--- src/rtl/pip_pkg.sv ---
package pip_pkg;
   parameter int REG_W  = 8;
   parameter int LUMA_W = 4;
   parameter int CHR_W  = 3;

   typedef struct packed {
      logic [REG_W-1:0]  v_start;
      logic [REG_W-1:0]  v_len;
      logic [REG_W-1:0]  h_start;
      logic [REG_W-1:0]  h_len;
      logic              disp;
      logic              frame;
      logic              bg;
      logic              live;
      logic              first;
      logic [LUMA_W-1:0] luma;
      logic [CHR_W-1:0]  cb;
      logic [CHR_W-1:0]  cr;
   } pip_cfg_t;
endpackage

--- src/rtl/pip_edge_det.sv ---
module pip_edge_det #(
   parameter int N = 2
) (
   input  logic         clk,
   input  logic         rst_n,
   input  logic [N-1:0] sig,
   output logic [N-1:0] rise
);
   logic [N-1:0] sig_q;

   for (genvar i = 0; i < N; i++) begin : g_bit
      always_ff @(posedge clk or negedge rst_n) begin
         if (!rst_n) sig_q[i] <= 1'b0;
         else        sig_q[i] <= sig[i];
      end
      assign rise[i] = sig[i] & ~sig_q[i];
   end
endmodule

--- src/rtl/pip_hpos.sv ---
module pip_hpos #(
   parameter int HCNT_W   = 10,
   parameter int TICK_W   = 8,
   parameter int TICK_DIV = 7,
   parameter int H_OFFSET = 183
) (
   input  logic              clk,
   input  logic              rst_n,
   input  logic              line_start,
   output logic [TICK_W-1:0] tick,
   output logic              h_ok,
   output logic              tick_first
);
   localparam int PRE_W = (TICK_DIV > 1) ? $clog2(TICK_DIV) : 1;
   localparam logic [HCNT_W-1:0] HC_MAX   = '1;
   localparam logic [HCNT_W-1:0] OFS_C    = HCNT_W'(H_OFFSET);
   localparam logic [PRE_W-1:0]  PRE_LAST = PRE_W'(TICK_DIV - 1);
   localparam logic [TICK_W-1:0] TK_MAX   = '1;

   if (TICK_DIV < 2) begin : g_bad_div
      $error("pip_hpos: TICK_DIV must be at least 2");
   end
   if (H_OFFSET >= (1 << HCNT_W)) begin : g_bad_ofs
      $error("pip_hpos: H_OFFSET does not fit HCNT_W");
   end

   logic [HCNT_W-1:0] hcnt;
   logic [PRE_W-1:0]  pre;
   logic [TICK_W-1:0] tcnt;

   always_ff @(posedge clk or negedge rst_n) begin
      if (!rst_n) begin
         hcnt <= '0;
         pre  <= '0;
         tcnt <= '0;
      end else if (line_start) begin
         hcnt <= '0;
         pre  <= '0;
         tcnt <= '0;
      end else begin
         if (hcnt != HC_MAX) hcnt <= hcnt + 1'b1;
         if (hcnt >= OFS_C) begin
            if (pre == PRE_LAST) begin
               pre <= '0;
               if (tcnt != TK_MAX) tcnt <= tcnt + 1'b1;
            end else begin
               pre <= pre + 1'b1;
            end
         end
      end
   end

   assign h_ok       = (hcnt >= OFS_C);
   assign tick       = tcnt;
   assign tick_first = h_ok && (pre == '0);

   // after the last clock of a tick the prescaler restarts a new tick
   p_prescale_wrap_r5: assert property (@(posedge clk) disable iff (!rst_n)
      (h_ok && !line_start && pre == PRE_LAST) |=> tick_first);
endmodule

--- src/rtl/pip_vpos.sv ---
module pip_vpos #(
   parameter int LINE_W = 10
) (
   input  logic              clk,
   input  logic              rst_n,
   input  logic              field_start,
   input  logic              line_start,
   output logic [LINE_W-1:0] line
);
   localparam logic [LINE_W-1:0] LN_MAX = '1;

   always_ff @(posedge clk or negedge rst_n) begin
      if (!rst_n)                           line <= '0;
      else if (field_start)                 line <= '0;
      else if (line_start && line != LN_MAX) line <= line + 1'b1;
   end

   // a vertical edge clears the line count
   p_line_clear_r3: assert property (@(posedge clk) disable iff (!rst_n)
      field_start |=> (line == '0));
endmodule

--- src/rtl/pip_shadow.sv ---
module pip_shadow
   import pip_pkg::*;
(
   input  logic     clk,
   input  logic     rst_n,
   input  logic     load,
   input  pip_cfg_t cfg_in,
   output pip_cfg_t cfg_q
);
   always_ff @(posedge clk or negedge rst_n) begin
      if (!rst_n)    cfg_q <= '0;
      else if (load) cfg_q <= cfg_in;
   end

   // the shadow set only moves at a vertical edge
   p_shadow_hold_r2: assert property (@(posedge clk) disable iff (!rst_n)
      !load |=> $stable(cfg_q));
endmodule

--- src/rtl/pip_inset_overlay.sv ---
module pip_inset_overlay
   import pip_pkg::*;
#(
   parameter int HCNT_W    = 10,
   parameter int LINE_W    = 10,
   parameter int TICK_W    = 8,
   parameter int TICK_DIV  = 7,
   parameter int H_OFFSET  = 183,
   parameter int FIRST_ADD = 16,
   parameter bit FRAME_HW  = 1'b1
) (
   input  logic              clk,
   input  logic              rst_n,
   input  logic              hsync,
   input  logic              vsync,
   input  logic              field_first,
   input  logic [REG_W-1:0]  v_start,
   input  logic [REG_W-1:0]  v_len,
   input  logic [REG_W-1:0]  h_start,
   input  logic [REG_W-1:0]  h_len,
   input  logic              disp_en,
   input  logic              frame_en,
   input  logic              bg_en,
   input  logic              live_en,
   input  logic [LUMA_W-1:0] frame_luma,
   input  logic [CHR_W-1:0]  bg_cb,
   input  logic [CHR_W-1:0]  bg_cr,
   output logic              win_act,
   output logic              frame_act,
   output logic              bg_act,
   output logic              pix_rd,
   output logic              mem_wr_en,
   output logic [LUMA_W-1:0] fill_y,
   output logic [CHR_W-1:0]  fill_cb,
   output logic [CHR_W-1:0]  fill_cr
);
   localparam int VW = ((LINE_W > REG_W) ? LINE_W : REG_W) + 2;
   localparam int HW = ((TICK_W > REG_W) ? TICK_W : REG_W) + 2;
   localparam logic [CHR_W-1:0] CHR_MID = CHR_W'(1 << (CHR_W - 1));

   if (FIRST_ADD < 1) begin : g_bad_add
      $error("pip_inset_overlay: FIRST_ADD must be positive");
   end

   logic [1:0]        rise;
   logic              line_start, field_start;
   logic [TICK_W-1:0] tick;
   logic              h_ok, tick_first;
   logic [LINE_W-1:0] line;
   pip_cfg_t          cfg_in, cfg;

   pip_edge_det #(.N(2)) u_edge (
      .clk(clk), .rst_n(rst_n), .sig({vsync, hsync}), .rise(rise));
   assign line_start  = rise[0];
   assign field_start = rise[1];

   pip_hpos #(.HCNT_W(HCNT_W), .TICK_W(TICK_W), .TICK_DIV(TICK_DIV),
              .H_OFFSET(H_OFFSET)) u_hpos (
      .clk(clk), .rst_n(rst_n), .line_start(line_start),
      .tick(tick), .h_ok(h_ok), .tick_first(tick_first));

   pip_vpos #(.LINE_W(LINE_W)) u_vpos (
      .clk(clk), .rst_n(rst_n), .field_start(field_start),
      .line_start(line_start), .line(line));

   assign cfg_in = '{v_start: v_start, v_len: v_len, h_start: h_start,
                     h_len: h_len, disp: disp_en, frame: frame_en,
                     bg: bg_en, live: live_en, first: field_first,
                     luma: frame_luma, cb: bg_cb, cr: bg_cr};

   pip_shadow u_shadow (
      .clk(clk), .rst_n(rst_n), .load(field_start),
      .cfg_in(cfg_in), .cfg_q(cfg));

   // vertical extent
   logic [VW-1:0] ln, v_top, v_end;
   logic          in_v, v_edge;
   assign ln     = VW'(line);
   assign v_top  = VW'(cfg.v_start) + (cfg.first ? VW'(FIRST_ADD) : VW'(FIRST_ADD + 1));
   assign v_end  = v_top + VW'(cfg.v_len);
   assign in_v   = (ln >= v_top) && (ln < v_end);
   assign v_edge = (ln + 1'b1 == v_top) || (ln == v_end);

   // horizontal extent in ticks
   logic [HW-1:0] tk, h_lo, h_end;
   logic          in_h, h_span, h_side;
   assign tk     = HW'(tick);
   assign h_lo   = HW'(cfg.h_start);
   assign h_end  = h_lo + HW'(cfg.h_len);
   assign in_h   = h_ok && (tk >= h_lo) && (tk < h_end);
   assign h_span = h_ok && (tk + 1'b1 >= h_lo) && (tk <= h_end);
   assign h_side = h_ok && ((tk + 1'b1 == h_lo) || (tk == h_end));

   logic shown;
   assign shown = cfg.disp && !cfg.bg;

   if (FRAME_HW) begin : g_frame
      assign frame_act = shown && cfg.frame &&
                         ((v_edge && h_span) || (in_v && h_side));
   end else begin : g_noframe
      assign frame_act = 1'b0;
   end

   assign bg_act    = cfg.bg;
   assign win_act   = shown && in_v && in_h;
   assign pix_rd    = win_act && tick_first;
   assign mem_wr_en = cfg.live;
   assign fill_y    = (bg_act || frame_act) ? cfg.luma : '0;
   assign fill_cb   = bg_act ? cfg.cb : CHR_MID;
   assign fill_cr   = bg_act ? cfg.cr : CHR_MID;

   // background excludes inset and frame
   p_bg_excl_r8: assert property (@(posedge clk) disable iff (!rst_n)
      bg_act |-> (!win_act && !frame_act));
   // read strobes never sit on adjacent clocks
   p_pix_spacing_r9: assert property (@(posedge clk) disable iff (!rst_n)
      pix_rd |=> !pix_rd);
   // inset dark when display is off
   p_disp_off_r7: assert property (@(posedge clk) disable iff (!rst_n)
      !cfg.disp |-> (!win_act && !pix_rd));
   // write permission only changes at a vertical edge
   p_wr_hold_r10: assert property (@(posedge clk) disable iff (!rst_n)
      !field_start |=> $stable(mem_wr_en));
endmodule

--- config.mk ---
export PLATFORM = sky130hd
export DESIGN_NAME = pip_inset_overlay
export DESIGN_NICKNAME = d
export VERILOG_FILES = /design/src/rtl/pip_pkg.sv /design/src/rtl/pip_edge_det.sv /design/src/rtl/pip_hpos.sv /design/src/rtl/pip_vpos.sv /design/src/rtl/pip_shadow.sv /design/src/rtl/pip_inset_overlay.sv
export SDC_FILE = /design/constraint.sdc
export NUM_CORES = 1
export LEC_CHECK = 0
export ABC_AREA = 1
export BUFFER_PORTS_ARGS = -buffer_cell sky130_fd_sc_hd__buf_4
export CAP_MARGIN = 30
export CORE_MARGIN = 2
export CORE_UTILIZATION = 55
export DETAILED_ROUTE_END_ITERATION = 16
export PLACE_DENSITY_LB_ADDON = 0.12
export SLEW_MARGIN = 20
export SYNTH_ARGS = -nofsm -noshare
export SYNTH_HDL_FRONTEND = slang
export SYNTH_HIERARCHICAL = 1
export SYNTH_SLANG_ARGS = --single-unit
--- constraint.sdc ---
create_clock -name clk -period 3.6 [get_ports clk]
set_input_delay 0.36 -clock clk [delete_from_list [all_inputs] [get_ports clk]]
set_output_delay 0.36 -clock clk [all_outputs]
set_load 0.05 [all_outputs]
* Yosys cells after proc, flatten, opt, wreduce, memory -nomap -nowiden
Cells that the tools add are included.
** Storage, ports and cells
- Bits in registers :: 80
- Word-level logic and storage cells :: 89
- Output and inout port bits :: 15
** Operators by class
- Magnitude comparators :: 7
- Equal/unequal tests :: 8
- Add/subtract/negate cells :: 9
- Bitwise logic cells :: 4
- Reduce and logical (&&, ||, !) cells :: 28
- Muxes and demuxes :: 15
** Operators with widths (number)
- $mux 10 :: 4
- $mux 8 :: 4
- $add 10x1->10 const B :: 2
- $ne 10x10->1 const B :: 2
- $logic_and 1x1->1 :: 16
- $mux 3 :: 5
- $add 10x1->11 const B :: 1
- $eq 11x9->1 :: 1
- $add 9x8->10 :: 1
- $eq 10x10->1 :: 1
- $ge 10x8->1 :: 1
- $ge 10x8->1 const B :: 1
- $ge 10x9->1 :: 1
- $lt 10x10->1 :: 1
- $reduce_bool 2->1 :: 5
- $add 8x1->9 const B :: 1
- $add 8x5->9 :: 1
- $add 8x8->9 :: 1
- $eq 8x9->1 :: 1
- $eq 9x8->1 :: 1
- $le 8x9->1 :: 1
- $lt 8x9->1 :: 1
- $add 8x1->8 const B :: 1
- $ge 8x8->1 :: 1
- 11 further kinds :: 16

* Depth between registers and ports, before layout
Gate-level depths: netlist (run 1).
- Word-level depth :: 10
- Depth in mapped cells :: 31
- Gate-level depth less buffers :: 31

* Modules after synthesis
Netlist (run 1), hierarchy kept.
** By module, submodules not included
- pip_inset_overlay :: seq. area each 0.0 sq um, instances 1, area an instance 2537.4 sq um, cells an instance 434
- pip_shadow :: seq. area each 1176.1 sq um, instances 1, area an instance 1801.7 sq um, cells an instance 199
- pip_hpos :: seq. area each 525.5 sq um, instances 1, area an instance 1298.7 sq um, cells an instance 178
- pip_vpos :: seq. area each 250.2 sq um, instances 1, area an instance 683.2 sq um, cells an instance 95
- pip_edge_det :: seq. area each 50.0 sq um, instances 1, area an instance 70.1 sq um, cells an instance 6

* Least setup slack after synthesis (run 1)
No wires, ideal clock.
- Path kind :: register to output
- From :: reg u_shadow/cfg_q[10] (netlist name)
- To :: out fill_y[0]
- Arrival time :: 3.939 ns
- Slack :: -0.699 ns
- Path buffers :: 0
- Stages on the path, launching flop included :: 28
- Cell sequence :: dfrtp_1 -> inv_1 -> ha_1 -> nand4_2 -> nand2_1 -> inv_1 -> ha_1 -> a21oi_1 -> o21ai_0 -> nand2_1 -> nand2_1 -> a21oi_1 -> nor2_1 -> o21ai_0 -> nand2_1 -> xor2_1 -> ha_1 -> nand2_1 -> nor2_1 -> nand4_1 -> nor2_1 -> a211oi_1 -> nand2_1 -> inv_1 -> nand3_1 -> nand2_1 -> nand2_2 -> a21oi_1
** Between the ends
- Longest elaborated chain between the ends :: 10
** Ends and longest elaborated chain
- start: declaration :: line pip_shadow.sv:8 : output pip_cfg_t cfg_q
- start signal: assignment :: line pip_shadow.sv:12 : else if (load) cfg_q <= cfg_in;
- $mux 1 * :: line pip_inset_overlay.sv:79 : assign v_top = VW'(cfg.v_start) + (cfg.first ? VW'(FIRST_ADD) : VW'(FIRST_ADD + 1));
- $add 8x5->9 * :: line pip_inset_overlay.sv:79
- $add 9x8->10 :: line pip_inset_overlay.sv:80 : assign v_end = v_top + VW'(cfg.v_len);
- $lt 10x10->1 or $eq 10x10->1 (tied branches) :: line pip_inset_overlay.sv:81, pip_inset_overlay.sv:82
- $logic_and 1x1->1 or $logic_or 1x1->1 (tied branches) :: line pip_inset_overlay.sv:81, pip_inset_overlay.sv:82
- $logic_and 1x1->1 :: line pip_inset_overlay.sv:99 : ((v_edge && h_span) || (in_v && h_side));
- $logic_or 1x1->1 * :: line pip_inset_overlay.sv:99
- $logic_and 1x1->1 * :: line pip_inset_overlay.sv:98 : assign frame_act = shown && cfg.frame &&
- $logic_or 1x1->1 * :: line pip_inset_overlay.sv:108 : assign fill_y = (bg_act || frame_act) ? cfg.luma : '0;
- $mux 4 * :: line pip_inset_overlay.sv:108
- end: declaration :: line pip_inset_overlay.sv:33 : output logic [LUMA_W-1:0] fill_y,
Every way passes the cells marked *; elsewhere a longest branch is shown, timed or not.

* Worst setup path after layout (run 1)
- From :: reg u_shadow/cfg_q[39] (netlist name)
- To :: out fill_y[3]
** Between the ends
- Longest elaborated chain between the ends :: 9
** Ends and longest elaborated chain (line)
- $add 8x5->9 * :: pip_inset_overlay.sv:79
- $add 9x8->10 :: pip_inset_overlay.sv:80
- $lt 10x10->1 or $eq 10x10->1 (tied branches) :: pip_inset_overlay.sv:81, pip_inset_overlay.sv:82
- $logic_and 1x1->1 or $logic_or 1x1->1 (tied branches) :: pip_inset_overlay.sv:81, pip_inset_overlay.sv:82
- $logic_and 1x1->1 :: pip_inset_overlay.sv:99
- $logic_or 1x1->1 * :: pip_inset_overlay.sv:99
- $logic_and 1x1->1 * :: pip_inset_overlay.sv:98
- $logic_or 1x1->1 * :: pip_inset_overlay.sv:108
- $mux 4 * :: pip_inset_overlay.sv:108
Marks and branches as above.

==> metrics.txt, run 1 <==
CP max FO=4; filler cell count=985; max-slew violation count=0; cell count after synthesis=912; # port buffers=65; Syn Area/Cell=7.008 µm²; antenna-violating nets left=0; GRT Total Usage=23.98%; Synth cell types=42; FF-to-FF setup slack=1850 ps; FP Rows=39; Pleak=4.260 nW; Via Count=5,854; ys flop type=dfrtp_1; synth-to-layout area growth=23.61%; top cells by count, synth=350 x nand2_1, 113 x inv_1, 80 x dfrtp_1; Clock Latency Late Sink=350 ps; die area=12,500 µm²; RSZ-0062 raised after global routing=true; CTS tree=built; die outline width=111.8 µm; synth top area cells=dfrtp_1 31%, nand2_1 21%, ha_1 13%; critical path arrival=3980 ps; largest net degree at the start of global routing=70; end point of the critical path=fill_y[3]; CTS buffer count=9; top-area cell type share of the netlist area=31.32%; failing checks=negative setup slack; Area after DPL=7342 µm²; TritonCTS Sinks=80; power per standard cell area=468.8 nW/µm²; syn_nets=1,032; synthesized area=6391 µm²; Post-synth EDFFs=0; max-cap viol count=0; clk slew on worst S/H paths=60 ps; final WL=14.44 mm; Hold WC Path Type=in2reg; dpl cells=1,139; Max Buffers Root-to-Sink=2; Wirelength per Cell=12.41 µm; Nets=1,135; critical path required time=3240 ps; final setup TNS=-4923 ps; Worst Tran Pin Value=752.7 ps; num ports=66; post-route setup slack=-741.6 ps; fin crit share=120.6%; Die Span Y=111.8 µm; CP Launch Type=flip-flop; Max VDD drop=316.6 µV; Starting DRT DRC Count=271; router iterations before antenna repair=5; Worst Setup SP=u_shadow/cfg_q[39]; Starting Density=56.21%; initial antenna violation count=0; status=complete, but fails checks; H-tree levels=3; share of post-route cells with drive strength above 1=21.18%; clock root buffer=clkbuf_16; Post-synth ARST share=100.0%; slew margin rel.=49.74%; post-route cell area=7900 µm²; final hold vios=0; vias in the first global route=5,460; Worst Reg-to-Reg Cells=9; hpwl dp=10.71 mm; Fmax=230.3 MHz; Core ar.=11,370 µm²; Seq/Total Area, Yosys=31.32%; WS Path Type=reg2out; origin of the critical flop-to-flop path=u_edge/sig_q[0]; GRT Residual Overflow=0; Largest stage delay, worst path=440 ps; Worst setup EP type=output port; Seq cells post-synth=80; Vias per Instance=5.034; ANT cells=0; first-pass GRT wire length=24.61 mm; Non-Filler Instances=1,163; placer congestion estimate=0.8919; worst hold path depth=1; clk_skew=7.154 ps; synth warn=6; DRC errors left=0; most numerous cell in the Yosys netlist=nand2_1; post-layout power=3.704 mW; # setup viols final=7; RR Endpoint=u_hpos/tick[6]; Critical-path top delay cell=dfrtp_2; CP dominant cell by count=nand2_2; Final Core Density=69.48%; post-synth top area cell=dfrtp_1; Tmin final=4342 ps
==> critical path: cells and delay by family (launching register included) <==
kind	cells	cell delay [ps]
AO/OA/AOI/OAI	5	730
XOR/XNOR	1	140
buffers and inverters	4	340
flip-flops	1	440
adder cells (fa/ha/maj)	4	920
AND/OR/NAND/NOR	15	1070
==> what timing repair did <==
item | CTS | global route
endpoints found under the setup margin | 7 | 7
pin swaps | 9 | 20
hold endpoints to repair | 0 | 27
buffers inserted | 4 | 2
hold buffers | 0 | 1
resized for setup | 28 | 13
==> registers in the layout, summed over array words and instances (netlist names) <==
name / cells
u_shadow/cfg_q: 47
u_hpos/hcnt: 10
u_vpos/line: 10
u_hpos/tick: 8
u_hpos/pre: 3
u_edge/sig_q: 2
==> metrics by stage <==
stage | worst slack [ps] | hold slack (ps)
CTS | -685.9 | 117.4
global placement | -272.8 | 449.4
floorplan | -149.1 | 64.41
detailed placement | -388.0 | 451.7
global route | -1007 | 119.2
finish | -741.6 | 132.4
==> power breakdown <==
group,leakage [nW],switching [mW],internal [mW]
clock network,0.159,0.371,0.647
registers,1.02,0.192,1.03
logic,3.08,0.813,0.651
total,4.26,1.38,2.33
==> routing by layer <==
| layer | routed length [µm] | vias up | GRT usage (%) | part of all wire, % |
|---|---|---|---|---|
| met4 | 314 | 0 | 7.243 | 2.2 |
| met5 | 0 | - | 0 | 0 |
| li1 | - | 3095 | - | - |
| met3 | 385 | 24 | 3.919 | 2.7 |
| met1 | 6634 | 2652 | 31.36 | 46 |
| met2 | 7102 | 83 | 40.97 | 49 |
==> cells by family (layout without fill, tap and decap cells) <==
| kind of cell | count (synthesis) | in the layout | share of synthesized area [%] |
|---|---|---|---|
| AO/OA/AOI/OAI | 75 | 75 | 6.461 |
| XOR/XNOR | 22 | 22 | 3.015 |
| flip-flops | 80 | 80 | 31.32 |
| adder cells (fa/ha/maj) | 69 | 69 | 13.74 |
| AND/OR/NAND/NOR | 530 | 530 | 36.37 |
| buffers and inverters | 136 | 244 | 9.084 |
==> layout by cell type, fill, tap and decap left out, types with 3 or more instances in the layout <==
cell type  instances
nor3_1             5
nor2_4             8
dfrtp_1           79
nand3_4            4
buf_4             95
a21oi_1           27
nand3_2            7
nor2_1            59
o21ai_0           15
nand3_1           54
a31oi_1            3
xor2_1            11
a21oi_2            5
clkbuf_16          9
xnor2_1           11
nand2_2           23
ha_4               6
buf_6              7
ha_1              61
nand2_4            5
a21oi_4            5
nor2_2             8
inv_1            106
o21ai_1            7
o21bai_1           3
inv_2             14
nand4_1           13
nand2_1          336
==> cell type report <==
type	count	area, µm²	share of cell area (%)
Tap cell	143	178.9	2.265
Inverter	122	461.7	5.844
Sequential cell	80	2003	25.36
Clock buffer	12	256.5	3.247
Clock inverter	4	76.32	0.9661
Multi-Input combinational cell	696	4071	51.54
Timing Repair Buffer	106	852.1	10.79
==> how the worst min path moves through the flow <==
stage                              to  slack [ps]              start
floorplan             u_edge/sig_q[0]          60              rst_n
global placement    u_shadow/cfg_q[5]         450  u_shadow/cfg_q[5]
detailed placement  u_shadow/cfg_q[5]         450  u_shadow/cfg_q[5]
CTS                   u_edge/sig_q[0]         120              hsync
global route          u_edge/sig_q[0]         120              hsync
finish                u_edge/sig_q[0]         130              hsync
(Power assumes the default switching activity.)
==> inputs of run 2 (changes only) <==
--- a/config.mk
+++ b/config.mk
@@ -6,10 +6,13 @@
 export NUM_CORES = 1
 export LEC_CHECK = 0
 export ABC_AREA = 1
+export ABC_CLOCK_PERIOD_IN_PS = 3600
 export BUFFER_PORTS_ARGS = -buffer_cell sky130_fd_sc_hd__buf_4
 export CAP_MARGIN = 30
+export CELL_PAD_IN_SITES_DETAIL_PLACEMENT = 2
+export CELL_PAD_IN_SITES_GLOBAL_PLACEMENT = 2
 export CORE_MARGIN = 2
-export CORE_UTILIZATION = 55
+export CORE_UTILIZATION = 31
 export DETAILED_ROUTE_END_ITERATION = 16
 export PLACE_DENSITY_LB_ADDON = 0.12
 export SLEW_MARGIN = 20
==> metrics.txt, run 2 (same netlist as run 1, synthesis figures left out) <==
# port buffers=65 (unchanged); origin of the critical flop-to-flop path=u_edge/sig_q[1]; placer congestion estimate=0.8013 (-10%); Starting Density=31.59% (-25 points); post-route cell area=8264 µm² (+4.6%); clock power share=26.4% (-1.1 points); fin crit share=127.7% (+7.1 points); power per standard cell area=486.1 nW/µm² (+3.7%); combinational share of power=43.3% (+3.8 points); Worst Tran Pin Value=932.0 ps (+179.2 ps); final hold vios=0 (unchanged); Wirelength per Cell=17.46 µm (+41%); # setup viols final=7 (unchanged); hold buffers post-CTS=0 (unchanged); NetSw=1.631 mW (+19%); Max Buffers Root-to-Sink=2 (unchanged); Non-Filler Instances=1,311 (+13%); final WL=22.89 mm (+59%); clk_skew=5.820 ps (-1.334 ps); failing checks=negative setup slack; most frequent cells in the layout=335 x nand2_1, 118 x buf_4, 105 x inv_1, 79 x dfrtp_1; Critical-path top delay cell=dfrtp_2; TritonCTS Sinks=80 (unchanged); Hold WC Path Type=in2async; clock root buffer=clkbuf_16; Buf/Inv on CP=6 (+2); max-slew violation count=0 (unchanged); Tmin final=4597 ps (+255.8 ps); die outline width=147.6 µm (+32%); Die Span Y=147.6 µm (+32%); Clock Latency Late Sink=350 ps (about the same); die area=21,780 µm² (+74%); vias in the first global route=7,077 (+30%); FP Rows=52 (+33%); Crit path max-delay family=simple AND/OR/NAND/NOR gates; WS Path Type=reg2out; slew margin rel.=37.87% (-12 points); Core ar.=20,230 µm² (+78%); Max VDD drop=243.5 µV (-23%); CP max FO=4 (unchanged); commonest non-fill, non-tap cell in the layout=nand2_1; Pleak=4.372 nW (+2.6%); clk slew on worst S/H paths=70 ps (about the same); hpwl dp=16.03 mm (+50%); CP Launch Type=flip-flop; setup slack at placement=-491.9 ps (-103.9 ps); FF-to-FF setup slack=1660 ps (-190 ps); Largest Register=u_shadow/cfg_q; Sw Ratio=40.60% (+3.4 points); DRC errors left=0 (unchanged); GRT Total Usage=21.67% (-2.3 points); ANT cells=0 (unchanged); critical path arrival=4240 ps (+260 ps); Nets=1,156 (+1.9%); dpl cells=1,273 (+12%); initial antenna violation count=0 (unchanged); GRT Residual Overflow=0 (unchanged); Via Count=6,348 (+8.4%); P_int=2.386 mW (+2.5%); max-cap viol count=0 (unchanged); CTS tree=built; RR Endpoint=u_shadow/cfg_q[12]; share of post-route cells with drive strength above 1=23.54% (+2.4 points); first-pass GRT wire length=37.43 mm (+52%); critical path required time=3240 ps (about the same); status=complete, but fails checks; Largest stage delay, worst path=450 ps (about the same); Area after DPL=7553 µm² (+2.9%); max reg flops=47 (unchanged); biggest regs=u_shadow/cfg_q x47, u_hpos/hcnt x10, u_vpos/line x10; antenna-violating nets left=0 (unchanged); CP dominant cell by count=nand2_2; Worst setup EP type=output port; largest net degree at the start of global routing=48 (-31%); RSZ-0062 raised after global routing=true; Starting DRT DRC Count=155 (-43%); Vias per Instance=4.842 (-3.8%); Fmax=217.5 MHz (-5.6%); H-tree levels=3 (unchanged); router iterations before antenna repair=4 (-1); number of cells on the critical path=31 (+6.9%); Flop pwr share=30.3% (-2.7 points); CTS buffer count=9 (unchanged); Worst Reg-to-Reg Cells=4 (-5); num ports=66 (unchanged); post-route setup slack=-997.5 ps (-255.8 ps); synth-to-layout area growth=29.31%
run 2: power by group through the flow:
stage	sequential (mW)	combinational, mW	clock (mW)
floorplan	1.19	0.993	0
global placement	1.23	1.47	0
detailed placement	1.23	1.54	0
CTS	1.22	1.65	1.10
global route	1.24	1.96	1.13
finish	1.22	1.74	1.06
run 2: what timing repair did:
| item | in CTS | in global routing |
|---|---|---|
| gates cloned | 0 | 0 |
| resized for setup | 31 | 21 |
| setup endpoints to repair | 7 | 7 |
| buffers inserted | 18 | 5 |
| hold endpoints to repair | 0 | 0 |
| pin swaps | 19 | 22 |
run 2: metal layers:
layer  track usage, %  wire (µm)  part of all wire, %  vias up
met4            4.952        362                  1.6        0
met2            39.49      11990                   52       30
met3            2.685        254                  1.1       21
met5                0          0                    0        -
li1                 -          -                    -     3128
met1            27.30      10290                   45     3169
run 2: through the flow:
step                      setup TNS, ps  hold WS, ps  utilization (%)  power (mW)
after floorplan                  -586.8        64.41                -       2.185
after global placement            -1948        451.6            37.33       2.696
after detailed placement          -3095        455.1            37.33       2.776
after CTS                         -5218        69.59            40.23       3.971
after global routing              -8554        92.58            40.84       4.344
final                             -6854        48.96            40.84       4.017
run 2: how the worst max path moves through the flow:
stage	slack (ps)	endpoint	start
after floorplan	-150	fill_y[0]	u_shadow/cfg_q[10]
after global placement	-320	fill_y[1]	u_shadow/cfg_q[39]
after detailed placement	-490	fill_y[2]	u_shadow/cfg_q[10]
after CTS	-780	fill_y[2]	u_shadow/cfg_q[10]
after global routing	-1250	fill_y[3]	u_shadow/cfg_q[10]
final	-1000	fill_y[3]	u_shadow/cfg_q[39]
run 2: cell type report:
class | instances | area (µm²)
Tap cell | 270 | 337.8
Clock inverter | 7 | 102.6
Sequential cell | 80 | 2003
Multi-Input combinational cell | 696 | 4139
Fill cell | 2354 | 11970
Clock buffer | 9 | 225.2
Timing Repair Buffer | 127 | 994.7
Inverter | 122 | 461.7
